==> config.mk <==
export PLATFORM = sky130hd
export DESIGN_NAME = pwm_aq_top
export DESIGN_NICKNAME = d
export VERILOG_FILES = /design/src/rtl/pwm_aq_pkg.sv /design/src/rtl/pwm_aq_regs.sv /design/src/rtl/pwm_aq_prescale.sv /design/src/rtl/pwm_aq_timebase.sv /design/src/rtl/pwm_aq_qual.sv /design/src/rtl/pwm_aq_top.sv
export SDC_FILE = /design/constraint.sdc
export NUM_CORES = 1
export LEC_CHECK = 0
export BUFFER_PORTS_ARGS = -buffer_cell sky130_fd_sc_hd__buf_4
export CAP_MARGIN = 20
export CORE_MARGIN = 5
export CORE_UTILIZATION = 50
export DETAILED_ROUTE_END_ITERATION = 12
export HOLD_SLACK_MARGIN = 0.08
export PLACE_DENSITY = 0.69
export SYNTH_ARGS = -nofsm -noshare
export SYNTH_HDL_FRONTEND = slang
export SYNTH_SLANG_ARGS = --single-unit
export TNS_END_PERCENT = 30
==> constraint.sdc <==
create_clock -name clk_i -period 5.4 [get_ports clk_i]
set_clock_uncertainty 0.1 [all_clocks]
set_input_delay 0.54 -clock clk_i [delete_from_list [all_inputs] [get_ports clk_i]]
set_output_delay 0.54 -clock clk_i [all_outputs]
set_load 0.01 [all_outputs]
==> src/rtl/pwm_aq_pkg.sv <==
package pwm_aq_pkg;

  localparam int NUM_CH   = 2;
  localparam int CLKPOW_W = 3;
  localparam int HSDIV_W  = 3;
  localparam int ACT_W    = 8;
  localparam int FRC_W    = 2;

  localparam int unsigned ADR_PRD  = 0;
  localparam int unsigned ADR_CTRL = 1;
  localparam int unsigned ADR_CMP0 = 2;
  localparam int unsigned ADR_ACT0 = 4;
  localparam int unsigned ADR_FRC  = 6;

  typedef enum logic [1:0] {
    ACT_NONE = 2'b00,
    ACT_LOW  = 2'b01,
    ACT_HIGH = 2'b10,
    ACT_TOG  = 2'b11
  } act_e;

  typedef enum logic [1:0] {
    FRC_OFF  = 2'b00,
    FRC_LOW  = 2'b01,
    FRC_HIGH = 2'b10,
    FRC_RSV  = 2'b11
  } frc_e;

  // packed MSB first: falling compare, rising compare, top, zero
  typedef struct packed {
    act_e cdn;
    act_e cup;
    act_e prd;
    act_e zro;
  } act_word_t;

  typedef struct packed {
    logic zro;
    logic prd;
    logic cup;
    logic cdn;
  } evt_t;

endpackage

==> src/rtl/pwm_aq_regs.sv <==
module pwm_aq_regs
  import pwm_aq_pkg::*;
#(
  parameter int CNT_W  = 16,
  parameter int DATA_W = 16,
  parameter int ADDR_W = 3
) (
  input  logic                             clk_i,
  input  logic                             rst_ni,
  input  logic                             wr_en_i,
  input  logic [ADDR_W-1:0]                addr_i,
  input  logic [DATA_W-1:0]                wdata_i,
  output logic [DATA_W-1:0]                rdata_o,
  output logic [CNT_W-1:0]                 prd_o,
  output logic [CLKPOW_W-1:0]              clk_pow_o,
  output logic [HSDIV_W-1:0]               hs_div_o,
  output logic                             updown_o,
  output logic [NUM_CH-1:0][CNT_W-1:0]     cmp_o,
  output act_word_t [NUM_CH-1:0]           act_o,
  output frc_e [NUM_CH-1:0]                frc_o
);

  localparam int HS_LSB = CLKPOW_W;
  localparam int UD_BIT = CLKPOW_W + HSDIV_W;

  logic wr_prd, wr_ctrl, wr_frc;

  assign wr_prd  = wr_en_i && (addr_i == ADDR_W'(ADR_PRD));
  assign wr_ctrl = wr_en_i && (addr_i == ADDR_W'(ADR_CTRL));
  assign wr_frc  = wr_en_i && (addr_i == ADDR_W'(ADR_FRC));

  always_ff @(posedge clk_i or negedge rst_ni) begin
    if (!rst_ni) begin
      prd_o     <= '0;
      clk_pow_o <= '0;
      hs_div_o  <= '0;
      updown_o  <= 1'b0;
    end else begin
      if (wr_prd) prd_o <= wdata_i[CNT_W-1:0];
      if (wr_ctrl) begin
        clk_pow_o <= wdata_i[CLKPOW_W-1:0];
        hs_div_o  <= wdata_i[HS_LSB +: HSDIV_W];
        updown_o  <= wdata_i[UD_BIT];
      end
    end
  end

  for (genvar ch = 0; ch < NUM_CH; ch++) begin : g_ch_regs
    logic wr_cmp, wr_act;
    assign wr_cmp = wr_en_i && (addr_i == ADDR_W'(ADR_CMP0 + ch));
    assign wr_act = wr_en_i && (addr_i == ADDR_W'(ADR_ACT0 + ch));

    always_ff @(posedge clk_i or negedge rst_ni) begin
      if (!rst_ni) begin
        cmp_o[ch] <= '0;
        act_o[ch] <= '0;
        frc_o[ch] <= FRC_OFF;
      end else begin
        if (wr_cmp) cmp_o[ch] <= wdata_i[CNT_W-1:0];
        if (wr_act) act_o[ch] <= act_word_t'(wdata_i[ACT_W-1:0]);
        if (wr_frc) frc_o[ch] <= frc_e'(wdata_i[FRC_W*ch +: FRC_W]);
      end
    end
  end

  always_comb begin
    rdata_o = '0;
    if (addr_i == ADDR_W'(ADR_PRD)) rdata_o = DATA_W'(prd_o);
    if (addr_i == ADDR_W'(ADR_CTRL)) rdata_o = DATA_W'({updown_o, hs_div_o, clk_pow_o});
    for (int ch = 0; ch < NUM_CH; ch++) begin
      if (addr_i == ADDR_W'(ADR_CMP0 + ch)) rdata_o = DATA_W'(cmp_o[ch]);
      if (addr_i == ADDR_W'(ADR_ACT0 + ch)) rdata_o = DATA_W'(act_o[ch]);
      if (addr_i == ADDR_W'(ADR_FRC)) rdata_o[FRC_W*ch +: FRC_W] = frc_o[ch];
    end
  end

endmodule

==> src/rtl/pwm_aq_prescale.sv <==
module pwm_aq_prescale
  import pwm_aq_pkg::*;
(
  input  logic                clk_i,
  input  logic                rst_ni,
  input  logic [CLKPOW_W-1:0] clk_pow_i,
  input  logic [HSDIV_W-1:0]  hs_div_i,
  output logic                tick_o
);

  // largest divisor: (2*(2^HSDIV_W-1)) << (2^CLKPOW_W-1)
  localparam int PS_W = HSDIV_W + 1 + (1 << CLKPOW_W) - 1;

  logic [HSDIV_W:0] hs_fac;
  logic [PS_W-1:0]  div, ps_cnt_q;

  assign hs_fac = (hs_div_i == '0) ? (HSDIV_W + 1)'(1) : {hs_div_i, 1'b0};
  assign div    = PS_W'(hs_fac) << clk_pow_i;
  assign tick_o = (ps_cnt_q >= div - PS_W'(1));

  always_ff @(posedge clk_i or negedge rst_ni) begin
    if (!rst_ni)     ps_cnt_q <= '0;
    else if (tick_o) ps_cnt_q <= '0;
    else             ps_cnt_q <= ps_cnt_q + PS_W'(1);
  end

endmodule

==> src/rtl/pwm_aq_timebase.sv <==
module pwm_aq_timebase
  import pwm_aq_pkg::*;
#(
  parameter int CNT_W = 16
) (
  input  logic                         clk_i,
  input  logic                         rst_ni,
  input  logic                         tick_i,
  input  logic                         updown_i,
  input  logic [CNT_W-1:0]             prd_shd_i,
  input  logic [NUM_CH-1:0][CNT_W-1:0] cmp_shd_i,
  output logic [CNT_W-1:0]             cnt_o,
  output logic [CNT_W-1:0]             prd_act_o,
  output evt_t [NUM_CH-1:0]            evt_o
);

  logic [CNT_W-1:0]             cnt_q, cnt_d, prd_q;
  logic [NUM_CH-1:0][CNT_W-1:0] cmp_q;
  logic                         up_q, up_d;
  logic                         at_top, at_zero, load;

  assign at_top  = (cnt_q >= prd_q);
  assign at_zero = (cnt_q == '0);

  always_comb begin
    cnt_d = cnt_q;
    up_d  = up_q;
    if (!updown_i) begin
      up_d  = 1'b1;
      cnt_d = at_top ? '0 : cnt_q + CNT_W'(1);
    end else if (up_q) begin
      if (at_top) begin
        up_d  = 1'b0;
        cnt_d = (prd_q == '0) ? '0 : prd_q - CNT_W'(1);
      end else begin
        cnt_d = cnt_q + CNT_W'(1);
      end
    end else begin
      if (at_zero) begin
        up_d  = 1'b1;
        cnt_d = (prd_q == '0) ? '0 : CNT_W'(1);
      end else begin
        cnt_d = cnt_q - CNT_W'(1);
      end
    end
  end

  // shadow transfer on the tick that returns the counter to zero
  assign load = tick_i && (cnt_d == '0);

  always_ff @(posedge clk_i or negedge rst_ni) begin
    if (!rst_ni) begin
      cnt_q <= '0;
      up_q  <= 1'b1;
      prd_q <= '0;
      cmp_q <= '0;
    end else begin
      if (tick_i) begin
        cnt_q <= cnt_d;
        up_q  <= up_d;
      end
      if (load) begin
        prd_q <= prd_shd_i;
        cmp_q <= cmp_shd_i;
      end
    end
  end

  for (genvar ch = 0; ch < NUM_CH; ch++) begin : g_evt
    logic hit;
    assign hit            = (cnt_q == cmp_q[ch]);
    assign evt_o[ch].zro  = at_zero;
    assign evt_o[ch].prd  = (cnt_q == prd_q);
    assign evt_o[ch].cup  = hit && up_q;
    assign evt_o[ch].cdn  = hit && !up_q;
  end

  assign cnt_o     = cnt_q;
  assign prd_act_o = prd_q;

endmodule

==> src/rtl/pwm_aq_qual.sv <==
module pwm_aq_qual
  import pwm_aq_pkg::*;
(
  input  logic      clk_i,
  input  logic      rst_ni,
  input  logic      tick_i,
  input  evt_t      evt_i,
  input  act_word_t act_i,
  input  frc_e      frc_i,
  output logic      lvl_o,
  output logic      pwm_o
);

  act_e sel;
  logic lvl_d, lvl_q;

  // later assignments win: compare > top > zero
  always_comb begin
    sel = ACT_NONE;
    if (evt_i.zro && act_i.zro != ACT_NONE) sel = act_i.zro;
    if (evt_i.prd && act_i.prd != ACT_NONE) sel = act_i.prd;
    if (evt_i.cup && act_i.cup != ACT_NONE) sel = act_i.cup;
    if (evt_i.cdn && act_i.cdn != ACT_NONE) sel = act_i.cdn;
  end

  always_comb begin
    case (sel)
      ACT_LOW:  lvl_d = 1'b0;
      ACT_HIGH: lvl_d = 1'b1;
      ACT_TOG:  lvl_d = ~lvl_q;
      default:  lvl_d = lvl_q;
    endcase
  end

  always_ff @(posedge clk_i or negedge rst_ni) begin
    if (!rst_ni)     lvl_q <= 1'b0;
    else if (tick_i) lvl_q <= lvl_d;
  end

  always_comb begin
    case (frc_i)
      FRC_LOW:  pwm_o = 1'b0;
      FRC_HIGH: pwm_o = 1'b1;
      default:  pwm_o = lvl_q;
    endcase
  end

  assign lvl_o = lvl_q;

endmodule

==> src/rtl/pwm_aq_top.sv <==
module pwm_aq_top
  import pwm_aq_pkg::*;
#(
  parameter int CNT_W  = 16,
  parameter int DATA_W = 16,
  parameter int ADDR_W = 3
) (
  input  logic              clk_i,
  input  logic              rst_ni,
  input  logic              wr_en_i,
  input  logic [ADDR_W-1:0] addr_i,
  input  logic [DATA_W-1:0] wdata_i,
  output logic [DATA_W-1:0] rdata_o,
  output logic              pwm_a_o,
  output logic              pwm_b_o
);

  logic [CNT_W-1:0]             prd_shd, prd_act, tb_cnt;
  logic [CLKPOW_W-1:0]          clk_pow;
  logic [HSDIV_W-1:0]           hs_div;
  logic                         updown, tick;
  logic [NUM_CH-1:0][CNT_W-1:0] cmp_shd;
  act_word_t [NUM_CH-1:0]       act;
  frc_e [NUM_CH-1:0]            frc;
  evt_t [NUM_CH-1:0]            evt;
  logic [NUM_CH-1:0]            aq_lvl, pwm;

  pwm_aq_regs #(.CNT_W(CNT_W), .DATA_W(DATA_W), .ADDR_W(ADDR_W)) u_regs (
    .clk_i     (clk_i),
    .rst_ni    (rst_ni),
    .wr_en_i   (wr_en_i),
    .addr_i    (addr_i),
    .wdata_i   (wdata_i),
    .rdata_o   (rdata_o),
    .prd_o     (prd_shd),
    .clk_pow_o (clk_pow),
    .hs_div_o  (hs_div),
    .updown_o  (updown),
    .cmp_o     (cmp_shd),
    .act_o     (act),
    .frc_o     (frc)
  );

  pwm_aq_prescale u_prescale (
    .clk_i     (clk_i),
    .rst_ni    (rst_ni),
    .clk_pow_i (clk_pow),
    .hs_div_i  (hs_div),
    .tick_o    (tick)
  );

  pwm_aq_timebase #(.CNT_W(CNT_W)) u_timebase (
    .clk_i     (clk_i),
    .rst_ni    (rst_ni),
    .tick_i    (tick),
    .updown_i  (updown),
    .prd_shd_i (prd_shd),
    .cmp_shd_i (cmp_shd),
    .cnt_o     (tb_cnt),
    .prd_act_o (prd_act),
    .evt_o     (evt)
  );

  for (genvar ch = 0; ch < NUM_CH; ch++) begin : g_qual
    pwm_aq_qual u_qual (
      .clk_i  (clk_i),
      .rst_ni (rst_ni),
      .tick_i (tick),
      .evt_i  (evt[ch]),
      .act_i  (act[ch]),
      .frc_i  (frc[ch]),
      .lvl_o  (aq_lvl[ch]),
      .pwm_o  (pwm[ch])
    );
  end

  assign pwm_a_o = pwm[0];
  assign pwm_b_o = pwm[1];

endmodule

==> metrics <==
number of global-route vias before repair around 7600; Worst EP arrival 4.72 ns; WL met2 around 12000 µm; Post-Route WL ~25000 µm; crit path launch type flop; synth unique cells 70; Final WS setup between 0.8 and 0.9 ns; grt ovf 0; H-Tree Depth 4; #FFs+latches synth ~150; final setup vio count 0; critical-path cell list nor3_1 -> a21oi_1 -> or3_1 -> ha_1 -> o211ai_1 -> nand2b_1 -> or2_2 -> xor2_1 -> ha_1 -> a2111o_1 -> a31oi_1 -> o21ai_2 -> o311a_1 -> nand4_1 -> buf_12 -> mux2_2; synthesized area just under 0.01 mm²; Routed Antenna Nets 0; fin crit share 0.833; final setup TNS 0 ns; worst skew pair latency around 0.43 ns; port buffer count 39; Max Slew Vio Count 0; met1 WL ~11000 µm; # DRC 0; Worst path top cell family by delay simple AND/OR/NAND/NOR gates; post-synthesis net count between 1000 and 1500; die width about 150 µm; WS Path Type reg2reg; Die ar. around 0.022 mm²; number of enable flip-flop cells after synthesis 0; Syn Area/Cell roughly 10 µm²; Highest Signal Layer met5; Critical Path Max Stage Delay approximately 0.63 ns; Starting DRT DRC Count ~690; worst-path cell with the longest stage delay nor3_1; Post-synth top flop dfrtp_1; RePlAce Congestion around 0.90; status completed; CORE AREA approximately 0.019 mm²; Ys Warns 0; number of failing hold endpoints at the final stage 0; CTS tree yes; pre-CTS WS slightly above 0.9 ns; initial antenna violation count 1; Rows 50; gr usage total 0.229; hold buffers post-CTS 0; hold crit path type in2reg; layout cells sized above 1 0.217; worst IR drop on VDD 0.343 mV; fin nets between 1000 and 1500; max cap viols 0; DRT Pass-1 Iters 6; worst path bufs/invs 1; CP required 5.62 ns; Post-CTS Resized 0; # Post-CTS Setup Buffers 0; Clock Tree Root clkbuf_16; total CTS buffers 17; DP Wirelength between 15000 and 20000 µm; worst slew pin tran 0.853 ns; Mapped Cells approximately 980; drt wl/cell 19.6 µm; Clock Sinks around 150; Seq/Total Area, Yosys 0.398; min Tclk post-route 4.50 ns; Area growth syn-to-layout 11.5%; Via density 6.09; Most common cell on crit path ha_1; Die Y 149 µm; global-route wire length before repair roughly 40000 µm; Max Fclk roughly 220 MHz; largest net degree at the start of global routing 113; Leak around 4.7 nW; met3 WL between 1000 and 1500 µm; Starting Density 0.512; CP max FO between 40 and 50; CTS clk-pin slew, worst paths around 0.07 ns; Clock Tree Buf Depth 2; num ports 40; post-synthesis async set-or-reset flop share 1.00; CP Capture Type flop; Fill cells 1642; total design power roughly 6.3 mW; P per Cell Area approximately 600 mW/mm²; unrepaired setup endpoints after global routing false; Slew HR 0.431; total number of vias 7713; ANT cells 0
==> layout make-up <==
| cell class | count | area [µm²] | area share |
|---|---|---|---|
| Multi-Input combinational cell | 734 | 5430 | 0.506 |
| Clock inverter | 15 | 160 | 0.0149 |
| Clock buffer | 17 | 425 | 0.0396 |
| Sequential cell | 153 | 3830 | 0.357 |
| Tap cell | 260 | 325 | 0.0303 |
| Inverter | 35 | 131 | 0.0122 |
| Timing Repair Buffer | 53 | 437 | 0.0407 |
==> stage by stage <==
stage                     hold slack [ns]  cell area [µm²]  cells  utilization
after global placement              0.369            10100   1233        0.537
after floorplan                     0.144             9630    983            -
after CTS                           0.205            10700   1265        0.568
final                               0.246            10700   1267        0.570
after detailed placement            0.381            10100   1233        0.537
after global routing                0.241            10700   1267        0.570
==> cell families (layout without fill, tap and decap cells) <==
kind of cell | Yosys count | in the layout | share of synthesized area
flops | 153 | 153 | 0.398
buf+inv | 96 | 120 | 0.0409
mux | 139 | 139 | 0.168
compound gates | 213 | 213 | 0.145
fa+ha+maj | 34 | 34 | 0.0442
simple gates | 276 | 276 | 0.139
xor+xnor | 72 | 72 | 0.0655
==> Yosys cell counts (all sizes together) (22+ instances only) <==
cell / number / area, µm²
mux2: 122 / 1450
dfrtp: 152 / 3800
clkbuf: 39 / 146
buf: 22 / 116
inv: 35 / 131
nand2: 69 / 259
nor2: 83 / 312
xnor2: 56 / 490
o21ai: 54 / 270
nand3: 27 / 135
a21oi: 54 / 270
ha: 34 / 425
==> per-layer routing <==
metal | global-route usage | up-vias
met1 | 0.325 | 3786
met5 | 0 | -
met4 | 0.0838 | 2
li1 | - | 3586
met2 | 0.353 | 282
met3 | 0.0416 | 57
==> where the power goes <==
group / switching (mW) / leakage [nW] / total (mW) / internal (mW)
clock: 0.533 / 0.279 / 1.19 / 0.653
combinational: 1.64 / 2.46 / 3.08 / 1.44
sequential: 0.527 / 1.95 / 2.01 / 1.48
==> flip-flops by register name (all words and copies together), names as in the netlist, 4 cells and up <==
name                  flops
u_regs.cmp_o             32
u_timebase.cmp_q         32
u_regs.act_o             16
u_regs.prd_o             16
u_timebase.cnt_o         16
u_timebase.prd_act_o     16
u_prescale.ps_cnt_q      11
u_regs.frc_o              4
==> final timing paths <==
path,startpoint,to,slack [ns],depth (start not counted)
max,u_regs.hs_div_o[0],u_timebase.prd_act_o[13],0.90,16
min,wdata_i[9],u_regs.cmp_o[25],0.25,2
max reg2reg,u_regs.hs_div_o[0],u_timebase.prd_act_o[13],0.90,16
min reg2reg,g_qual[1].u_qual.lvl_o,g_qual[1].u_qual.lvl_o,0.40,1
max in group asynchronous,rst_ni,u_timebase.up_q,3.55,4
min in group asynchronous,rst_ni,u_regs.cmp_o[25],0.36,2
==> cell usage in the layout, fill, tap and decap left out, types with 34 or more instances in the layout <==
| cell type | netlist | final |
|---|---|---|
| nand2_1 | 69 | 69 |
| o21ai_0 | 52 | 52 |
| nor2_1 | 83 | 83 |
| ha_1 | 34 | 34 |
| mux2_2 | 102 | 102 |
| inv_1 | 35 | 35 |
| buf_4 | 1 | 49 |
| dfrtp_1 | 152 | 152 |
| a21oi_1 | 54 | 54 |
| xnor2_1 | 56 | 56 |
(Power assumes the default switching activity.)
